===== src/rtl/baud_gen_pkg.sv =====
package baud_gen_pkg;

  localparam int SEL_W    = 8;
  localparam int PS_W     = 2;
  localparam int CODE_W   = 5;
  localparam int PRE_W    = 3;   // holds ratios up to 5
  localparam int DIV_W    = 10;  // holds divisors up to 768
  localparam int PHASE_W  = 2;
  localparam int LAST_CODE = 17; // highest code with a real divisor

  typedef enum logic [PS_W-1:0] {
    PS_BY1 = 2'd0,
    PS_BY3 = 2'd1,
    PS_BY4 = 2'd2,
    PS_BY5 = 2'd3
  } ps_code_e;

  function automatic logic [PRE_W-1:0] ps_ratio(input logic [PS_W-1:0] code);
    case (ps_code_e'(code))
      PS_BY1:  return PRE_W'(1);
      PS_BY3:  return PRE_W'(3);
      PS_BY4:  return PRE_W'(4);
      default: return PRE_W'(5);
    endcase
  endfunction

  function automatic logic is_bypass(input logic [CODE_W-1:0] code);
    return (code == '0) || (int'(code) > LAST_CODE);
  endfunction

  function automatic logic is_frac(input logic [CODE_W-1:0] code);
    return (code == CODE_W'(3)) || (code == CODE_W'(5)) || (code == CODE_W'(7));
  endfunction

  // Period in prescaler pulses for a code and, for fractional codes, the phase.
  function automatic logic [DIV_W-1:0] div_period(input logic [CODE_W-1:0] code,
                                                  input logic [PHASE_W-1:0] ph);
    case (code)
      5'd1:    return DIV_W'(2);
      5'd2:    return DIV_W'(4);
      5'd3:    return (ph == 2'd2) ? DIV_W'(6)  : DIV_W'(5);
      5'd4:    return DIV_W'(8);
      5'd5:    return (ph == 2'd2) ? DIV_W'(10) : DIV_W'(11);
      5'd6:    return DIV_W'(16);
      5'd7:    return (ph == 2'd2) ? DIV_W'(20) : DIV_W'(19);
      5'd8:    return DIV_W'(22);
      5'd9:    return DIV_W'(32);
      5'd10:   return DIV_W'(64);
      5'd11:   return DIV_W'(128);
      5'd12:   return DIV_W'(192);
      5'd13:   return DIV_W'(256);
      5'd14:   return DIV_W'(288);
      5'd15:   return DIV_W'(352);
      5'd16:   return DIV_W'(512);
      5'd17:   return DIV_W'(768);
      default: return DIV_W'(1);
    endcase
  endfunction

endpackage


===== src/rtl/bg_cfg_reg.sv =====
module bg_cfg_reg
  import baud_gen_pkg::*;
#(
  parameter int W   = SEL_W,
  parameter int PSW = PS_W,
  parameter int CW  = CODE_W
) (
  input  logic          clk,
  input  logic          rst,
  input  logic          wr,
  input  logic [W-1:0]  din,
  output logic [PSW-1:0] ps_code,
  output logic [CW-1:0]  div_code,
  output logic           co_sel
);

  localparam int DIV_LO = PSW;
  localparam int DIV_HI = PSW + CW - 1;
  localparam int CO_BIT = W - 1;

  logic [PSW-1:0] ps_q  = '0;
  logic [CW-1:0]  div_q = '0;
  logic           co_q;

  // Codes survive reset; only the clock-out select is cleared.
  always_ff @(posedge clk) begin
    if (wr) begin
      ps_q  <= din[PSW-1:0];
      div_q <= din[DIV_HI:DIV_LO];
    end
  end

  always_ff @(posedge clk) begin
    if (rst)     co_q <= 1'b0;
    else if (wr) co_q <= din[CO_BIT];
  end

  assign ps_code  = ps_q;
  assign div_code = div_q;
  assign co_sel   = co_q;

endmodule


===== src/rtl/bg_prescaler.sv =====
module bg_prescaler #(
  parameter int W = baud_gen_pkg::PRE_W
) (
  input  logic         clk,
  input  logic         restart,
  input  logic [W-1:0] ratio,
  output logic         pre_en,
  output logic [W-1:0] cnt,
  output logic [W-1:0] cnt_nxt
);

  logic [W-1:0] cnt_q = '0;

  always_comb begin
    pre_en = (cnt_q == ratio - W'(1));
    if (restart)     cnt_nxt = '0;
    else if (pre_en) cnt_nxt = '0;
    else             cnt_nxt = cnt_q + W'(1);
  end

  always_ff @(posedge clk) cnt_q <= cnt_nxt;

  assign cnt = cnt_q;

endmodule


===== src/rtl/bg_divsel.sv =====
module bg_divsel
  import baud_gen_pkg::*;
#(
  parameter int W  = DIV_W,
  parameter int CW = CODE_W,
  parameter int PW = PHASE_W
) (
  input  logic          clk,
  input  logic          restart,
  input  logic          pre_en,
  input  logic [CW-1:0] code,
  output logic          bypass,
  output logic          frac,
  output logic          tick_nxt,
  output logic          lvl_nxt,
  output logic [W-1:0]  cnt,
  output logic [W-1:0]  period,
  output logic [PW-1:0] phase
);

  logic [W-1:0]  cnt_q = '0;
  logic [PW-1:0] ph_q  = '0;
  logic [W-1:0]  cnt_d, per_cur, per_nxt;
  logic [PW-1:0] ph_d;
  logic          at_last;

  always_comb begin
    bypass  = is_bypass(code);
    frac    = is_frac(code);
    per_cur = W'(div_period(code, ph_q));
    at_last = (cnt_q == per_cur - W'(1));
    cnt_d   = cnt_q;
    ph_d    = ph_q;
    if (restart) begin
      cnt_d = '0;
      ph_d  = '0;
    end else if (pre_en && !bypass) begin
      if (at_last) begin
        cnt_d = '0;
        if (frac) ph_d = (ph_q == PW'(2)) ? '0 : ph_q + PW'(1);
        else      ph_d = '0;
      end else begin
        cnt_d = cnt_q + W'(1);
      end
    end
    per_nxt  = W'(div_period(code, ph_d));
    tick_nxt = pre_en && (bypass || at_last);
    lvl_nxt  = cnt_d < (per_nxt >> 1);
  end

  always_ff @(posedge clk) begin
    cnt_q <= cnt_d;
    ph_q  <= ph_d;
  end

  assign cnt    = cnt_q;
  assign period = per_cur;
  assign phase  = ph_q;

endmodule


===== src/rtl/baud_tick_gen.sv =====
module baud_tick_gen
  import baud_gen_pkg::*;
#(
  parameter int SELW = SEL_W,
  parameter int PREW = PRE_W,
  parameter int DIVW = DIV_W,
  parameter int CODEW = CODE_W,
  parameter int PHW  = PHASE_W
) (
  input  logic            clk,
  input  logic            rst,
  input  logic            sel_wr,
  input  logic [SELW-1:0] sel_din,
  output logic            tick,
  output logic            clk_out
);

  logic [PS_W-1:0]  ps_code;
  logic [CODEW-1:0] div_code;
  logic             co_sel;
  logic             restart;
  logic [PREW-1:0]  ratio, pre_cnt, pre_nxt;
  logic             pre_en;
  logic             bypass, frac, tick_nxt, lvl_div, pass_clk;
  logic [DIVW-1:0]  div_cnt, div_per;
  logic [PHW-1:0]   phase;
  logic             tick_q, gen_q;

  assign restart = rst | sel_wr;
  assign ratio   = ps_ratio(ps_code);

  bg_cfg_reg #(.W(SELW), .PSW(PS_W), .CW(CODEW)) u_cfg (
    .clk(clk), .rst(rst), .wr(sel_wr), .din(sel_din),
    .ps_code(ps_code), .div_code(div_code), .co_sel(co_sel)
  );

  bg_prescaler #(.W(PREW)) u_pre (
    .clk(clk), .restart(restart), .ratio(ratio),
    .pre_en(pre_en), .cnt(pre_cnt), .cnt_nxt(pre_nxt)
  );

  bg_divsel #(.W(DIVW), .CW(CODEW), .PW(PHW)) u_div (
    .clk(clk), .restart(restart), .pre_en(pre_en), .code(div_code),
    .bypass(bypass), .frac(frac), .tick_nxt(tick_nxt), .lvl_nxt(lvl_div),
    .cnt(div_cnt), .period(div_per), .phase(phase)
  );

  always_ff @(posedge clk) begin
    if (restart) begin
      tick_q <= 1'b0;
      gen_q  <= 1'b1;
    end else begin
      tick_q <= tick_nxt;
      gen_q  <= bypass ? (pre_nxt < (ratio >> 1)) : lvl_div;
    end
  end

  assign pass_clk = bypass && (ps_code == PS_W'(PS_BY1));
  assign tick     = tick_q;
  assign clk_out  = (!co_sel || pass_clk) ? clk : gen_q;

endmodule


===== config.mk =====
export PLATFORM = sky130hd
export DESIGN_NAME = baud_tick_gen
export DESIGN_NICKNAME = d
export VERILOG_FILES = /design/src/rtl/baud_gen_pkg.sv /design/src/rtl/bg_cfg_reg.sv /design/src/rtl/bg_prescaler.sv /design/src/rtl/bg_divsel.sv /design/src/rtl/baud_tick_gen.sv
export SDC_FILE = /design/constraint.sdc
export NUM_CORES = 1
export LEC_CHECK = 0
export BUFFER_PORTS_ARGS = -buffer_cell sky130_fd_sc_hd__buf_2
export CORE_MARGIN = 2
export CORE_UTILIZATION = 55
export CTS_CLUSTER_SIZE = 10
export DETAILED_ROUTE_END_ITERATION = 10
export PLACE_DENSITY = 0.81
export SLEW_MARGIN = 30
export SYNTH_ARGS = -nofsm -noshare
export SYNTH_HDL_FRONTEND = slang
export SYNTH_SLANG_ARGS = --single-unit

===== constraint.sdc =====
create_clock -name clk -period 8.5 [get_ports clk]
set_input_delay 2.55 -clock clk [delete_from_list [all_inputs] [get_ports clk]]
set_output_delay 2.55 -clock clk [all_outputs]
set_load 0.02 [all_outputs]

=== Word-level counts from Yosys, hierarchy flattened ===
Cells that the tools add are included.

* Add/sub/neg operators: 5
* Order comparisons: 3
* Equal/unequal tests: 23
* Muxes and demuxes: 21
* Bitwise gates (word level): 1
* Reductions and logical operators: 12

{| class="wikitable"
|+ Operators with widths
! cell !! count
|-
| $pmux 10 s17 || 2
|-
| $eq 5x4->1 const B || 8
|-
| $mux 10 || 3
|-
| $eq 5x3->1 const B || 4
|-
| $mux 2 || 7
|-
| $mux 3 || 4
|-
| $add 10x1->10 const B || 1
|-
| $eq 10x10->1 || 1
|-
| $eq 5x2->1 const B || 2
|-
| $eq 5x5->1 const B || 2
|-
| $lt 10x9->1 || 1
|-
| $sub 10x1->10 const B || 1
|-
| $pmux 3 s3 || 1
|-
| $eq 2x2->1 const B || 3
|-
| $eq 5x1->1 const B || 1
|-
| $gt 5x5->1 const B || 1
|-
| $logic_not 5->1 || 1
|-
| $logic_or 1x1->1 || 5
|-
| $mux 1 || 4
|-
| $add 3x1->3 const B || 1
|-
| $eq 3x3->1 || 1
|-
| $logic_and 1x1->1 || 3
|-
| $lt 3x2->1 || 1
|-
| $sub 3x1->3 const B || 1
|-
| other kinds (5) || 6
|}

* Register bits: 25
* Input bits: 11
* Word-level logic and storage cells: 73

=== Logic depth before layout (Yosys ltp) ===
* Depth in word-level cells: 13
* Gate-level depth with buffers: 24
* Mapped depth without buffers: 20

=== Cells and area by module ===
Synthesis repeated with hierarchy kept, for this count alone.

* Cells, all modules: 248
* Area, all modules: 2,052.0 µm²

{| class="wikitable"
|+ Modules (own cells, without submodules)
! module !! instances !! cells each !! area an instance (µm²)
|-
| bg_divsel || 1 || 204 || 1,488.9
|-
| bg_cfg_reg || 1 || 10 || 244.0
|-
| bg_prescaler || 1 || 16 || 180.2
|-
| baud_tick_gen || 1 || 18 || 138.9
|}

==> summary.md <==
| Metric | Value |
|---|---|
| Status | `completed` |
| Syn_area_per_cell | `~8.5 um2` |
| RSZ-0062 raised after global routing | `no` |
| Core area | `between 3000 and 4000 um2` |
| Wirelength per Cell | `15.5 um` |
| Fill count | `roughly 350` |
| Port Buffers | `12` |
| Peak supply drop | `~0.18 mV` |
| Leakage power | `slightly above 0.9 nW` |
| Ant diodes | `0` |
| Die Footprint | `4630 um2` |
| I/O pin cnt | `13` |
| Slew of the pin with the lowest slew margin | `about 0.95 ns` |
| DRC | `0` |
| Total track usage | `between 20% and 30%` |
| Slew margin rel. | `between 30% and 40%` |
| WP data required | `around 6.0 ns` |
| TritonCTS clock tree | `done` |
| Worst Setup End Kind | `primary output` |
| Final slew viol count | `0` |
| Synth Instances | `~270` |
| Mapped Nets | `295` |
| Routed WL | `slightly below 5000 um` |
| Global-route wire length before repair | `approximately 7900 um` |
| Post-route ant nets | `0` |
| Post-synth top cells | `28 x nor2_1, 18 x dfxtp_1, 18 x ha_1` |
| Post-CTS setup buffers | `0` |
| Dpl cell area | `2290 um2` |
| Clk_lat worst skew | `around 0.38 ns` |
| DR vias/cell | `roughly 6.1` |
| Area Growth Syn to Fin | `5.66%` |
| Die Wd | `slightly below 70 um` |
| Seq cells post-synth | `25` |
| Critical path data arrival time | `~5 ns` |
| Die height | `between 60 and 70 um` |
| Largest net degree at the start of global routing | `32` |
| Number of synthesized flops with an enable pin | `7` |
| Number of global-route vias before repair | `1792` |
| Post-CTS Hold Fix Bufs | `0` |
| Final hold viol count | `0` |
| YS warnings | `0` |
| Finished Cell Area | `~2400 um2` |
| DP Wirelength | `around 3600 um` |
| First DRT Iteration DRCs | `150` |
| Max-cap viol count | `0` |
| Post-synth top area share | `approximately 16%` |
| Synth Cell Area | `2250 um2` |
| Final TNS setup | `0 ns` |
| Clk pin slew, worst setup/hold paths | `0.10 ns` |
| Pre-antenna DRT Iters | `4` |
| Ys async rst share | `0%` |
| Final Util | `60.0%` |
| Top cells by area, synth | `dfxtp_1 16%, ha_1 10%, edfxtp_1 9.3%` |
| Post-synth top flop | `dfxtp_1` |
| CP max FO | `2` |
| Share of cells above drive strength 1 | `a little over an eighth` |
| Rows | `23` |
| Post_cts resized | `0` |
| GRT overflow | `0` |
| Setup violators final | `0` |
| Yosys top cell by area | `dfxtp_1` |
| Vias | `approximately 1900` |
| Setup Skew | `between 0.007 and 0.008 ns` |
| Gpl congestion | `~0.90` |
| Critical path launch point type | `clock port` |
| Hold Path Class | `reg2reg` |
| Cell Pwr Density | `between 100 and 150 nW/um2` |
| Nets | `around 300` |
| Cell with the most instances after synthesis | `nor2_1` |
| Starting Density | `~57%` |
| Antenna violations before repair | `0` |
| Sequential share of the synthesized area | `about 25%` |
| Critical path class | `clk2out` |
| PnR Total Power | `about 350 uW` |
| Synth cell types | `between 60 and 70` |
## logic make-up (layout without fill, tap and decap cells)
kind of cell    Yosys count  count (layout)  share of synthesized area, %
compound gates           63              63                          20.9
mux                       6               6                          2.78
simple gates            108             108                          27.2
fa+ha+maj                18              18                          9.99
flops                    25              25                          25.3
xor+xnor                 22              22                          8.88
buf+inv                  24              26                          5.00
## final cells by class
type                            instances  area (um2)  share of cell area [%]
Tap cell                               50        62.6                    2.63
Inverter                                7        26.3                    1.10
Timing Repair Buffer                   11        55.1                    2.31
Clock inverter                          1        8.76                   0.368
Multi-Input combinational cell        217        1570                    65.9
Clock buffer                            7        87.6                    3.68
Sequential cell                        25         571                    24.0
## cells in the final DEF, fill, tap and decap left out, types with 3 or more instances in the layout
cell type,instances
xor2_1,10
o21ai_0,10
nor3b_1,4
a21oi_1,6
nand3_1,12
o21a_1,3
inv_1,5
edfxtp_1,7
a21o_1,7
nand2_1,14
nand4b_1,3
mux2i_1,4
xnor2_1,11
nor3_1,8
clkbuf_8,6
dfxtp_1,18
nand4_1,4
nand2b_1,6
and3_1,3
nor2_1,28
a31oi_1,4
buf_2,12
nor2b_1,5
ha_1,18
a211oi_1,3
o21ai_1,4
## per-stage QoR
stage	setup WS, ns	std cells	hold WS, ns
2_1_floorplan	1.39	266	0.438
3_3_place_gp	1.31	311	0.460
3_5_place_dp	1.31	311	0.471
4_1_cts	1.06	318	0.489
5_1_grt	1.05	318	0.533
6_report	1.07	318	0.493
## where the power goes
part / switching (mW) / internal, mW
Combinational: 0.0437 / 0.0367
Sequential: 0.0163 / 0.128
Clock: 0.0572 / 0.0704
Total: 0.117 / 0.235
## critical path, cell delays in order
cell and delay (ns):
clkbuf_8 0.11, clkbuf_8 0.12, mux2_2 0.25, buf_2 0.16
## worst paths after layout
check | slack [ns] | start | to | cells after the start
setup / recovery | 1.07 | clk | clk_out | 4
hold / removal | 0.49 | u_pre.cnt[0]$_DFF_P_ | u_pre.cnt[0]$_DFF_P_ | 1
setup reg to reg | 3.06 | u_cfg.div_code[1]$_DFFE_PP_ | gen_q$_SDFF_PP1_ | 18
hold reg to reg | 0.49 | u_pre.cnt[0]$_DFF_P_ | u_pre.cnt[0]$_DFF_P_ | 1
## sequential cells by signal (all words and copies together) (netlist names)
name / count
u_pre.cnt: 3
tick: 1
gen_q: 1
u_cfg.co_sel: 1
u_cfg.div_code: 5
u_div.cnt: 10
u_div.phase: 2
u_cfg.ps_code: 2
## layer usage
metal | track usage (%) | wire [um]
met5 | 0 | 0
met4 | 11.8 | 167
met2 | 36.0 | 2250
met1 | 28.8 | 2280
met3 | 4.93 | 216
(Power assumes the default switching activity.)
